**src/rtl/bsat_pkg.sv**
```systemverilog
package bsat_pkg;

    // Lowest bit of slice idx within a sliced word.
    function automatic int slice_lsb(input int idx, input int sw);
        return idx * sw;
    endfunction

    // The top slice also carries the growth bits of the tree.
    function automatic int slice_width(input int idx, input int nslices, input int sw, input int ext);
        return (idx == nslices - 1) ? sw + ext : sw;
    endfunction

    // Input skew, one register per tree level, output deskew.
    function automatic int pipe_latency(input int nops, input int nslices);
        return $clog2(nops) + nslices - 1;
    endfunction

endpackage

```
**src/rtl/bsat_delay.sv**
```systemverilog
module bsat_delay #(
    parameter int WIDTH = 1,
    parameter int DEPTH = 1
) (
    input  logic             clk,
    input  logic             rst,
    input  logic [WIDTH-1:0] d,
    output logic [WIDTH-1:0] q
);
    logic [WIDTH-1:0] stage_q [DEPTH];

    always_ff @(posedge clk) begin
        if (rst) begin
            for (int j = 0; j < DEPTH; j++) stage_q[j] <= '0;
        end else begin
            stage_q[0] <= d;
            for (int j = 1; j < DEPTH; j++) stage_q[j] <= stage_q[j-1];
        end
    end

    assign q = stage_q[DEPTH-1];
endmodule

```
**src/rtl/bsat_skew.sv**
```systemverilog
module bsat_skew
    import bsat_pkg::*;
#(
    parameter int SLICE_W = 3,
    parameter int SLICES  = 3,
    parameter int EXT_W   = 2
) (
    input  logic                              clk,
    input  logic                              rst,
    input  logic [SLICE_W*SLICES-1:0]         op_in,
    output logic [SLICE_W*SLICES+EXT_W-1:0]   op_skewed
);
    localparam int OP_W = SLICE_W * SLICES;

    wire [OP_W+EXT_W-1:0] skew_w;

    generate
        for (genvar i = 0; i < SLICES; i++) begin : g_slice
            localparam int LSB = slice_lsb(i, SLICE_W);
            if (i == 0) begin : g_direct
                assign skew_w[LSB +: SLICE_W] = op_in[LSB +: SLICE_W];
            end else begin : g_delayed
                bsat_delay #(.WIDTH(SLICE_W), .DEPTH(i)) u_dly (
                    .clk (clk),
                    .rst (rst),
                    .d   (op_in[LSB +: SLICE_W]),
                    .q   (skew_w[LSB +: SLICE_W])
                );
            end
        end
    endgenerate

    // Growth bits start empty; they ride with the top slice.
    assign skew_w[OP_W +: EXT_W] = '0;
    assign op_skewed = skew_w;
endmodule

```
**src/rtl/bsat_node.sv**
```systemverilog
module bsat_node
    import bsat_pkg::*;
#(
    parameter int SLICE_W = 3,
    parameter int SLICES  = 3,
    parameter int EXT_W   = 2
) (
    input  logic                            clk,
    input  logic                            rst,
    input  logic [SLICE_W*SLICES+EXT_W-1:0] opa,
    input  logic [SLICE_W*SLICES+EXT_W-1:0] opb,
    output logic [SLICE_W*SLICES+EXT_W-1:0] sum_q
);
    localparam int RW = SLICE_W * SLICES + EXT_W;

    wire [SLICES:0] carry_w;
    wire [RW-1:0]   sum_w;

    assign carry_w[0] = 1'b0;

    generate
        for (genvar i = 0; i < SLICES; i++) begin : g_slice
            localparam int LSB = slice_lsb(i, SLICE_W);
            localparam int WI  = slice_width(i, SLICES, SLICE_W, EXT_W);

            logic [WI:0]   total;
            logic [WI-1:0] part_q;

            assign total = {1'b0, opa[LSB +: WI]} + {1'b0, opb[LSB +: WI]}
                         + {{WI{1'b0}}, carry_w[i]};

            always_ff @(posedge clk) begin
                if (rst) part_q <= '0;
                else     part_q <= total[WI-1:0];
            end
            assign sum_w[LSB +: WI] = part_q;

            if (i < SLICES - 1) begin : g_mid
                logic carry_q;
                always_ff @(posedge clk) begin
                    if (rst) carry_q <= 1'b0;
                    else     carry_q <= total[WI];
                end
                assign carry_w[i+1] = carry_q;
            end else begin : g_top
                assign carry_w[i+1] = total[WI];
            end
        end
    endgenerate

    assign sum_q = sum_w;

    // the widened top slice must never overflow.
    assert_no_wrap_R1: assert property (@(posedge clk) disable iff (rst)
        !carry_w[SLICES])
        else $error("top slice overflow in adder node");
endmodule

```
**src/rtl/bsat_deskew.sv**
```systemverilog
module bsat_deskew
    import bsat_pkg::*;
#(
    parameter int SLICE_W = 3,
    parameter int SLICES  = 3,
    parameter int EXT_W   = 2
) (
    input  logic                            clk,
    input  logic                            rst,
    input  logic [SLICE_W*SLICES+EXT_W-1:0] skewed_in,
    output logic [SLICE_W*SLICES+EXT_W-1:0] aligned_out
);
    localparam int RW = SLICE_W * SLICES + EXT_W;

    wire [RW-1:0] align_w;

    generate
        for (genvar i = 0; i < SLICES; i++) begin : g_slice
            localparam int LSB = slice_lsb(i, SLICE_W);
            localparam int WI  = slice_width(i, SLICES, SLICE_W, EXT_W);
            localparam int DLY = SLICES - 1 - i;
            if (DLY == 0) begin : g_direct
                assign align_w[LSB +: WI] = skewed_in[LSB +: WI];
            end else begin : g_delayed
                bsat_delay #(.WIDTH(WI), .DEPTH(DLY)) u_dly (
                    .clk (clk),
                    .rst (rst),
                    .d   (skewed_in[LSB +: WI]),
                    .q   (align_w[LSB +: WI])
                );
            end
        end
    endgenerate

    assign aligned_out = align_w;
endmodule

```
**src/rtl/bsat_tree.sv**
```systemverilog
module bsat_tree
    import bsat_pkg::*;
#(
    parameter int N_IN    = 4,
    parameter int SLICE_W = 3,
    parameter int SLICES  = 3
) (
    input  logic                                      clk,
    input  logic                                      rst,
    input  logic                                      in_valid,
    input  logic [N_IN*SLICE_W*SLICES-1:0]            in_data,
    output logic                                      out_valid,
    output logic [SLICE_W*SLICES+$clog2(N_IN)-1:0]    sum_out
);
    localparam int LEVELS = $clog2(N_IN);
    localparam int OP_W   = SLICE_W * SLICES;
    localparam int RES_W  = OP_W + LEVELS;
    localparam int LAT    = pipe_latency(N_IN, SLICES);
    localparam int CNT_W  = $clog2(LAT + 2) + 1;
    localparam logic [CNT_W-1:0] LAT_C = CNT_W'(LAT);

    // Heap layout: node j has children 2j+1 and 2j+2, leaves at N_IN-1 and up.
    wire [RES_W-1:0] tree_w [2*N_IN-1];

    generate
        for (genvar op = 0; op < N_IN; op++) begin : g_leaf
            bsat_skew #(.SLICE_W(SLICE_W), .SLICES(SLICES), .EXT_W(LEVELS)) u_skew (
                .clk       (clk),
                .rst       (rst),
                .op_in     (in_data[op*OP_W +: OP_W]),
                .op_skewed (tree_w[N_IN-1+op])
            );
        end

        for (genvar j = 0; j < N_IN - 1; j++) begin : g_node
            bsat_node #(.SLICE_W(SLICE_W), .SLICES(SLICES), .EXT_W(LEVELS)) u_add (
                .clk   (clk),
                .rst   (rst),
                .opa   (tree_w[2*j+1]),
                .opb   (tree_w[2*j+2]),
                .sum_q (tree_w[j])
            );
        end
    endgenerate

    bsat_deskew #(.SLICE_W(SLICE_W), .SLICES(SLICES), .EXT_W(LEVELS)) u_align (
        .clk         (clk),
        .rst         (rst),
        .skewed_in   (tree_w[0]),
        .aligned_out (sum_out)
    );

    bsat_delay #(.WIDTH(1), .DEPTH(LAT)) u_vld (
        .clk (clk),
        .rst (rst),
        .d   (in_valid),
        .q   (out_valid)
    );

    // Checker state: cycles since reset, sets in flight, run of zero inputs.
    logic [CNT_W-1:0] since_rst_q;
    logic [CNT_W-1:0] inflight_q;
    logic [CNT_W-1:0] zero_run_q;

    always_ff @(posedge clk) begin
        if (rst) begin
            since_rst_q <= '0;
            inflight_q  <= '0;
            zero_run_q  <= LAT_C;
        end else begin
            if (since_rst_q < LAT_C) since_rst_q <= since_rst_q + 1'b1;
            inflight_q <= inflight_q + CNT_W'(in_valid) - CNT_W'(out_valid);
            if (in_data != '0)         zero_run_q <= '0;
            else if (zero_run_q < LAT_C) zero_run_q <= zero_run_q + 1'b1;
        end
    end

    assert_quiet_start_R5: assert property (@(posedge clk) disable iff (rst)
        (since_rst_q < LAT_C) |-> !out_valid)
        else $error("out_valid raised before pipeline filled");

    assert_inflight_bound_R4: assert property (@(posedge clk) disable iff (rst)
        inflight_q <= LAT_C)
        else $error("more valid sets in flight than pipeline depth");

    assert_valid_source_R4: assert property (@(posedge clk) disable iff (rst)
        out_valid |-> (inflight_q != '0))
        else $error("out_valid without a matching input");

    assert_zero_flush_R8: assert property (@(posedge clk) disable iff (rst)
        (zero_run_q >= LAT_C) |-> (sum_out == '0))
        else $error("stale slice data after zero inputs");
endmodule

```
**config.mk**
```make
export PLATFORM = sky130hd
export DESIGN_NAME = bsat_tree
export DESIGN_NICKNAME = d
export VERILOG_FILES = /design/src/rtl/bsat_pkg.sv /design/src/rtl/bsat_delay.sv /design/src/rtl/bsat_skew.sv /design/src/rtl/bsat_node.sv /design/src/rtl/bsat_deskew.sv /design/src/rtl/bsat_tree.sv
export SDC_FILE = /design/constraint.sdc
export NUM_CORES = 1
export LEC_CHECK = 0
export BUFFER_PORTS_ARGS = -buffer_cell sky130_fd_sc_hd__buf_2
export CELL_PAD_IN_SITES_DETAIL_PLACEMENT = 1
export CELL_PAD_IN_SITES_GLOBAL_PLACEMENT = 2
export CORE_MARGIN = 2
export CORE_UTILIZATION = 37
export CTS_CLUSTER_DIAMETER = 30
export CTS_CLUSTER_SIZE = 30
export DETAILED_ROUTE_END_ITERATION = 16
export PLACE_DENSITY = 0.9
export SLEW_MARGIN = 20
export SYNTH_ARGS = -nofsm -noshare
export SYNTH_HDL_FRONTEND = slang
export SYNTH_SLANG_ARGS = --single-unit
```
**constraint.sdc**
```tcl
create_clock -name clk -period 1.81 [get_ports clk]
set_input_delay 0.0905 -clock clk [delete_from_list [all_inputs] [get_ports clk]]
set_output_delay 0.0905 -clock clk [all_outputs]
set_load 0.05 [all_outputs]
```
==> metrics.md, run 1 <==
| Metric | Value |
|---|---|
| Run status | finished clean |
| All-Layer GR Usage | 0.126 |
| Syn Nets | 369 |
| Slew HR | 0.628 |
| Via density | 4.34 |
| Row cnt | 34 |
| Final hold viol count | 0 |
| Worst Tran Pin Value | 0.558 ns |
| Post-DP HPWL | 3820 um |
| CTS tree | done |
| Largest net degree at the start of global routing | 36 |
| Register area share after synthesis | 0.531 |
| Ratio of cells with drive above 1 in the final layout | 0.201 |
| GPL Wtd Cong | 0.740 |
| Setup Skew | 0.00932 ns |
| Setup crit start kind | flop |
| Max-cap violations | 0 |
| Critical Path End Type | flop |
| Worst Path Buf+Inv | 0 |
| CP max stage delay | 0.44 ns |
| Initial antenna violation count | 0 |
| Synth area leaders | dfxtp_1 (53%), nor2b_1 (12%), ha_1 (11%), fa_1 (7.8%), nor2_1 (2.5%) |
| CTS H-Tree Depth | 3 |
| # DRC | 0 |
| Max VDD drop | 0.000359 V |
| Final Worst Setup Slack | 0.141 ns |
| Asr flop ratio synth | 0 |
| Part of the power in registers | 0.541 |
| Leakage | 1.90 nW |
| Full die area | 9730 um^2 |
| Fmax | 0.599 GHz |
| Syn Std Cell Area | 3320 um^2 |
| Final cell count without fillers | 476 |
| Final ANT Viol Nets | 0 |
| Effective utilization at floorplan | 0.380 |
| Unique cell type count in the Yosys netlist | 23 |
| Crit path cell chain | ha_1 > fa_1 > xor2_1 > nand3_1 > xnor2_1 > nor2_1 |
| Hold Crit Class | input port to flop |
| PwrDens | 945 nW/um^2 |
| Synth Instances | 289 |
| Yosys reg bits | 88 |
| Design Power | 3.89 mW |
| Most common flop cell mapped by yosys | dfxtp_1 |
| Slew Limit Fails | 0 |
| Clock power share | 0.340 |
| Mapped Avg Cell Area | 11.5 um^2 |
| Crit path max-delay cell type | fa_1 |
| Combinational Power Share | 0.119 |
| RSZ-0062 raised after global routing | false |
| Crit path max fanout | 3 |
| Clk Latency, worst-skew pair | 0.34 ns |
| Ant. Diodes | 0 |
| Switch share | 0.232 |
| NumNets Final | 445 |
| Tmin final | 1.67 ns |
| Placed insts | 438 |
| Clock slew at reported path FFs | 0.08 ns |
| Die height | 98.7 um |
| Critical path arrival | 1.88 ns |
| First-pass GRT wire length | 9740 um |
| Input/output buffers | 50 |
| Die width | 98.7 um |
| Most common cell after layout, fill and taps aside | dfxtp_1 |
| Share of the synthesized area in the top cell type | 0.531 |
| Most frequent cells in the layout | dfxtp_1 (88), nor2b_1 (65), buf_2 (50) |
| Internal power | 2.99 mW |
| Postcts setup bufs | 0 |
| I/O pins | 51 |
| Gr ovfl total | 0 |
| Family with the most delay on the worst path | adder cells |
| Number of enable flip-flop cells after synthesis | 0 |
| Number of cells upsized or downsized after cts | 0 |
| DRT Pass-1 Iters | 3 |
| Setup CP Type | flop to flop |
| DR WL/cell | 11.4 um |
| Ys Warns | 0 |
| Setup TNS | 0 ns |
| Fin util | 0.471 |
| Vias in the first global route | 2,198 |
| Area added between synthesis and finish | 24.0% |
| CTS Buf Count | 9 |
| DR vias | 2,064 |
| CTS Root Cell | clkbuf_8 |
| Period utilization | 0.922 |
| Synth area leader | dfxtp_1 |
| Worst path required time | 2.03 ns |
| Net Sw Power | 901 uW |
| CTS Hold Buffers Added | 24 |
| Core footprint | 8720 um^2 |
| Wirelength, routed | 5440 um |
| Num Clock Sinks | 88 |
| Clock Tree Buf Depth | 2 |
| Endpoints failing setup | 0 |
| Initial drt markers | 41 |
| Setup Slack @ Placement | 0.122 ns |
## layer usage
layer / up-vias / global-route usage / part of all wire
met2: 37 / 0.218 / 0.53
li1: 1044 / - / -
met5: - / 0 / 0
met1: 981 / 0.151 / 0.43
met3: 2 / 0.0390 / 0.039
met4: 0 / 0.0411 / 0.0064
## layout make-up
| class | count | area [um^2] |
|---|---|---|
| flip-flops and latches | 88 | 1760 |
| clock inverters | 3 | 42.5 |
| repair buffers | 78 | 533 |
| multi-input cells | 169 | 1420 |
| well taps | 108 | 135 |
| inverters | 19 | 71.3 |
| fillers | 948 | 4610 |
| clock buffers | 11 | 151 |
## sequential cells by signal, summed over array words and instances (netlist names)
name                                           cells
u_align.g_slice.g_delayed.u_dly.stage_q            9
u_vld.stage_q                                      4
g_leaf.u_skew.g_slice.g_delayed.u_dly.stage_q     36
g_node.u_add.g_slice.part_q                       33
g_node.u_add.g_slice.g_mid.carry_q                 6
## per-stage QoR
stage | area [um^2] | hold WS, ns
after floorplan | 3320 | 0.219
after global placement | 3680 | 0.301
after detailed placement | 3680 | 0.307
after CTS | 4110 | 0.0122
after global routing | 4110 | 0.00853
final | 4110 | 0.0312
## logic make-up after synthesis
| family | after synthesis | synth area share |
|---|---|---|
| compound gates | 21 | 0.0408 |
| flops | 88 | 0.531 |
| xor+xnor | 14 | 0.0392 |
| simple gates | 93 | 0.163 |
| buf+inv | 32 | 0.0415 |
| fa+ha+maj | 41 | 0.184 |
## synth_stat cells (2+ instances only)
cell type	n
a21o_1	7
a21oi_1	7
a21oi_2	2
and4bb_2	2
buf_2	5
buf_4	3
clkbuf_1	5
dfxtp_1	88
fa_1	13
ha_1	28
inv_1	19
nor2_1	22
nor2b_1	65
o21ai_0	3
xnor2_1	8
xor2_1	5
## worst paths after layout
| check | start | end | slack (ns) | cells past startpoint |
|---|---|---|---|---|
| worst min-delay path | in_data[30] | flop | 0.03 | 2 |
| worst min register to register | flop | flop | 0.44 | 1 |
| worst max register to register | flop | g_node[1].u_add.g_slice[2].part_q[3] | 0.14 | 6 |
| worst max-delay path | flop | g_node[1].u_add.g_slice[2].part_q[3] | 0.14 | 6 |
## power by group through the flow
stage | clock (mW) | combinational, mW | sequential (mW)
2_1_floorplan | 0 | 0.261 | 2.18
3_3_place_gp | 0 | 0.406 | 2.15
3_5_place_dp | 0 | 0.424 | 2.15
4_1_cts | 1.39 | 0.468 | 2.11
5_1_grt | 1.47 | 0.526 | 2.12
6_report | 1.32 | 0.461 | 2.10
Power figures use the tool's default switching activity.
==> run 2: changes to the inputs <==
- CTS_BUF_LIST: unset -> sky130_fd_sc_hd__clkbuf_16
==> run 2 against run 1 <==
Compared with the run above: the run now ends with hold timing left; register-to-register slack is essentially flat; clock skew fell by 0.0029 ns; sequential power barely moved; worst hold slack lost 0.036 ns; wire length is 5.1% higher.
==> metrics.md, run 2 (same netlist as run 1, synthesis figures left out) <==
| Metric | Value |
|---|---|
| Run status | complete, but fails checks |
| Failing checks | hold timing |
| Wirelength, routed | 5720 um |
| Max-cap violations | 0 |
| Clk Latency, worst-skew pair | 0.34 ns |
| Slew HR | 0.617 |
| Crit path cell chain | ha_1 > fa_1 > xor2_1 > nand3_1 > xnor2_1 > nor2_1 |
| Die width | 98.7 um |
| Leakage | 1.92 nW |
| Number of cells upsized or downsized after cts | 0 |
| CTS tree | done |
| Post-DP HPWL | 3820 um |
| Slew Limit Fails | 0 |
| GPL Wtd Cong | 0.740 |
| Gr ovfl total | 0 |
| Final hold viol count | 1 |
| Worst Tran Pin Value | 0.575 ns |
| Setup Skew | 0.00639 ns |
| Clock slew at reported path FFs | 0.06 ns |
| CTS Buf Count | 9 |
| PwrDens | 1040 nW/um^2 |
| Critical Path End Type | flop |
| CTS H-Tree Depth | 3 |
| Vias in the first global route | 2,267 |
| Max VDD drop | 0.000448 V |
| Crit path max fanout | 3 |
| DP Area | 3680 um^2 |
| Initial drt markers | 62 |
| Worst path required time | 2.02 ns |
| Input/output buffers | 50 |
| Hold Crit Class | input port to flop |
| Die height | 98.7 um |
| Setup crit start kind | flop |
| Core footprint | 8720 um^2 |
| DR WL/cell | 12.1 um |
| Crit path max-delay cell type | fa_1 |
| Full die area | 9730 um^2 |
| Period utilization | 0.921 |
| Largest net degree at the start of global routing | 36 |
| Setup TNS | 0 ns |
| Setup CP Type | flop to flop |
| Via density | 4.36 |
| Most frequent cells in the layout | dfxtp_1 (88), nor2b_1 (65), buf_2 (50) |
| CTS Root Cell | clkbuf_16 |
| Clock Tree Buf Depth | 2 |
| Tmin final | 1.67 ns |
| Effective utilization at floorplan | 0.380 |
| Final ANT Viol Nets | 0 |
| I/O pins | 51 |
| # DRC | 0 |
| DR vias | 2,068 |
| Fmax | 0.600 GHz |
| Most common cell after layout, fill and taps aside | dfxtp_1 |
| Largest Register | g_leaf.u_skew.g_slice.g_delayed.u_dly.stage_q |
| Postcts setup bufs | 0 |
| R2R depth | 6 |
| Num Clock Sinks | 88 |
| Initial antenna violation count | 0 |
| Hold WS | -0.00524 ns |
| Endpoints failing setup | 0 |
| Final Cell Area | 4170 um^2 |
| NumNets Final | 443 |
| Hold path depth | 2 |
| All-Layer GR Usage | 0.136 |
| Ratio of cells with drive above 1 in the final layout | 0.197 |
| FILL cells | 944 |
| RSZ-0062 raised after global routing | false |
| First-pass GRT wire length | 10,100 um |
| Biggest regs | g_leaf.u_skew.g_slice.g_delayed.u_dly.stage_q (36), g_node.u_add.g_slice.part_q (33), u_align.g_slice.g_delayed.u_dly.stage_q (9) |
| Area added between synthesis and finish | 25.8% |
| Row cnt | 34 |
| Ant. Diodes | 0 |
| CP max stage delay | 0.44 ns |
| Max FFs per register | 36 |
| DRT Pass-1 Iters | 4 |
| Critical path arrival | 1.87 ns |
[run 2: final cells by class]
type | instances | area, um^2 | area share
Multi-Input combinational cell | 169 | 1420 | 0.339
Sequential cell | 88 | 1760 | 0.422
Clock buffer | 9 | 225 | 0.0540
Clock inverter | 5 | 50.0 | 0.0120
Timing Repair Buffer | 76 | 513 | 0.123
Inverter | 19 | 71.3 | 0.0171
Tap cell | 108 | 135 | 0.0324
[run 2: final timing paths]
check	slack, ns	startpoint	end
setup / recovery	0.14	flop	g_node[1].u_add.g_slice[2].part_q[3]
hold / removal	-0.005	in_data[21]	flop
setup reg to reg	0.14	flop	g_node[1].u_add.g_slice[2].part_q[3]
hold reg to reg	0.43	flop	flop
[run 2: power breakdown]
part | total, mW | internal [mW] | switching, mW
logic | 0.462 | 0.225 | 0.237
registers | 2.11 | 2.07 | 0.0428
clock network | 1.75 | 1.04 | 0.709
[run 2: metal layers]
layer,part of all wire,vias up,global-route usage
met5,0,-,0
met4,0.024,0,0.0790
met3,0.034,10,0.0326
met2,0.54,36,0.237
met1,0.40,980,0.150
li1,-,1042,-
[run 2: what timing repair did]
item / in CTS / in global routing
endpoints found under the hold margin: 22 / 0
hold buffers: 22 / 0
setup endpoints to repair: 0 / 0
[run 2: through the flow]
stage               setup slack [ns]   util  hold slack [ns]  std cells  power (mW)
finish                         0.142  0.478         -0.00524        474        4.32
global placement               0.167  0.422            0.301        438        2.55
detailed placement             0.122  0.422            0.307        438        2.58
floorplan                      0.240      -            0.219        289        2.45
global route                 0.00630  0.478           0.0105        474        4.53
CTS                            0.116  0.478          0.00448        474        4.38
[run 2: worst max-delay path: cells and delay by family, from the launching register on]
family / cells / cell delay [ns]
adders and majority gates: 2 / 0.66
xor gates and xnor gates: 2 / 0.41
DFF: 1 / 0.30
and+or+nand+nor: 2 / 0.18
==> run 3: changes to the inputs <==
==> constraint.sdc (replaced) <==
create_clock -name clk -period 1.81 [get_ports clk]
set_input_delay 0.181 -clock clk [delete_from_list [all_inputs] [get_ports clk]]
set_output_delay 0.181 -clock clk [all_outputs]
set_load 0.05 [all_outputs]
==> run 3 against run 2 <==
Compared with the run above: the flow now finishes without violations; sequential share of layout area grew 2.1 points; power grew 1.1%; die area unchanged; worst setup slack gained 0.0083 ns; worst hold slack better by 0.058 ns; combinational power down 7.8%; critical path depth unchanged; maximum frequency is 0.50% higher; largest power group unchanged.
==> metrics.md, run 3 (same netlist as run 1, synthesis figures left out) <==
| Metric | Value |
|---|---|
| Run status | finished clean |
| Max-cap violations | 0 |
| Biggest regs | g_leaf.u_skew.g_slice.g_delayed.u_dly.stage_q (36), g_node.u_add.g_slice.part_q (33), u_align.g_slice.g_delayed.u_dly.stage_q (9) |
| NumNets Final | 419 |
| Fmax | 0.603 GHz |
| DR WL/cell | 12.4 um |
| GPL Wtd Cong | 0.738 |
| CTS H-Tree Depth | 3 |
| DR vias | 1,977 |
| Worst Tran Pin Value | 0.495 ns |
| All-Layer GR Usage | 0.131 |
| Clk Latency, worst-skew pair | 0.33 ns |
| Slew Limit Fails | 0 |
| Worst path required time | 2.02 ns |
| CTS tree | done |
| PwrDens | 1100 nW/um^2 |
| Leakage | 1.83 nW |
| DP Area | 3670 um^2 |
| Post-DP HPWL | 4000 um |
| Area added between synthesis and finish | 20.0% |
| Max FFs per register | 36 |
| Ratio of cells with drive above 1 in the final layout | 0.215 |
| Max VDD drop | 0.000455 V |
| Ant. Diodes | 0 |
| Crit path max-delay cell type | fa_1 |
| CTS Root Cell | clkbuf_16 |
| Initial antenna violation count | 0 |
| Setup CP Type | flop to flop |
| Crit path max fanout | 3 |
| Die width | 98.7 um |
| DRT Pass-1 Iters | 3 |
| Die height | 98.7 um |
| First-pass GRT wire length | 9690 um |
| Wirelength, routed | 5630 um |
| Row cnt | 34 |
| CP max stage delay | 0.47 ns |
| Largest net degree at the start of global routing | 37 |
| Setup TNS | 0 ns |
| RSZ-0062 raised after global routing | false |
| I/O pins | 51 |
| Most frequent cells in the layout | dfxtp_1 (88), nor2b_1 (65), buf_2 (50) |
| Clock slew at reported path FFs | 0.06 ns |
| Clock Tree Buf Depth | 2 |
| Effective utilization at floorplan | 0.380 |
| Critical Path End Type | flop |
| Via density | 4.37 |
| CTS Hold Buffers Added | 0 |
| Initial drt markers | 33 |
| Critical path arrival | 1.87 ns |
| Setup Skew | 0.00385 ns |
| Most common cell after layout, fill and taps aside | dfxtp_1 |
| Input/output buffers | 50 |
| CTS Buf Count | 9 |
| Slew HR | 0.670 |
| Tmin final | 1.66 ns |
| # DRC | 0 |
| Core footprint | 8720 um^2 |
| Hold Crit Class | input port to flop |
| Final hold viol count | 0 |
| Full die area | 9730 um^2 |
| Vias in the first global route | 2,090 |
| Period utilization | 0.917 |
| Final Cell Area | 3980 um^2 |
| Crit path cell chain | ha_1 > fa_1 > xor2_2 > nand3_1 > xnor2_1 > nor2_1 |
| Setup crit start kind | flop |
| Endpoints failing setup | 0 |
| Largest Register | g_leaf.u_skew.g_slice.g_delayed.u_dly.stage_q |
| Final ANT Viol Nets | 0 |
| Gr ovfl total | 0 |
| Num Clock Sinks | 88 |
[run 3: changes by cell type in the layout (fill, tap and decap cells not counted)]
| cell | previous run | this run |
|---|---|---|
| buf_4 | 3 | 0 |
| clkinv_1 | 2 | 1 |
| clkinv_4 | 0 | 1 |
| clkinvlp_4 | 1 | 2 |
| buf_12 | 1 | 2 |
| inv_6 | 0 | 1 |
| dlygate4sd3_1 | 22 | 0 |
| xor2_1 | 5 | 4 |
| xor2_2 | 1 | 2 |
[run 3: where the power goes]
group	internal, mW	switching [mW]	total, mW
Sequential	2.06	0.0440	2.11
Clock	1.07	0.764	1.83
Combinational	0.196	0.231	0.426
[run 3: layer usage]
layer  share of wire  track usage
met1            0.40        0.144
met2            0.54        0.228
met3           0.042       0.0390
met4           0.022       0.0717
met5               0            0
[run 3: path summary, 6_finish.rpt]
check | endpoint | slack, ns | startpoint | cells after the start
worst min register to register | u_align.g_slice[1].g_delayed.u_dly.stage_q[0][2] | 0.44 | g_node[0].u_add.g_slice[1].part_q[2] | 1
worst max-delay path | g_node[1].u_add.g_slice[2].part_q[3] | 0.15 | flop | 6
worst max register to register | g_node[1].u_add.g_slice[2].part_q[3] | 0.15 | flop | 6
worst min-delay path | flop | 0.05 | in_data[26] | 2
[run 3: worst max-delay path, delay by kind of cell (launching register included)]
family / cells / cell delay (ns)
adder cells (fa/ha/maj): 2 / 0.69
XOR/XNOR: 2 / 0.37
flip-flops: 1 / 0.30
AND/OR/NAND/NOR: 2 / 0.17
[run 3: repair_timing]
item / in CTS / in global routing
buffers inserted: 0 / 0
endpoints found under the setup margin: 0 / 1
resized for setup: 0 / 1
[run 3: layout make-up]
class                           count  area (um^2)
Sequential cell                    88         1760
Fill cell                         948         4740
Clock buffer                        9          225
Timing Repair Buffer               52          290
Clock inverter                      7         71.3
Tap cell                          108          135
Inverter                           19         71.3
Multi-Input combinational cell    169         1420
[run 3: metrics by stage]
stage	setup WS, ns	power, mW	hold slack [ns]	std cells	utilization
after detailed placement	0.0923	2.58	0.396	436	0.421
final	0.151	4.37	0.0528	452	0.456
after global routing	0.0445	4.61	0.0495	452	0.456
after global placement	0.171	2.55	0.393	436	0.421
after CTS	0.0849	4.44	0.0402	452	0.455
after floorplan	0.240	2.45	0.309	289	-
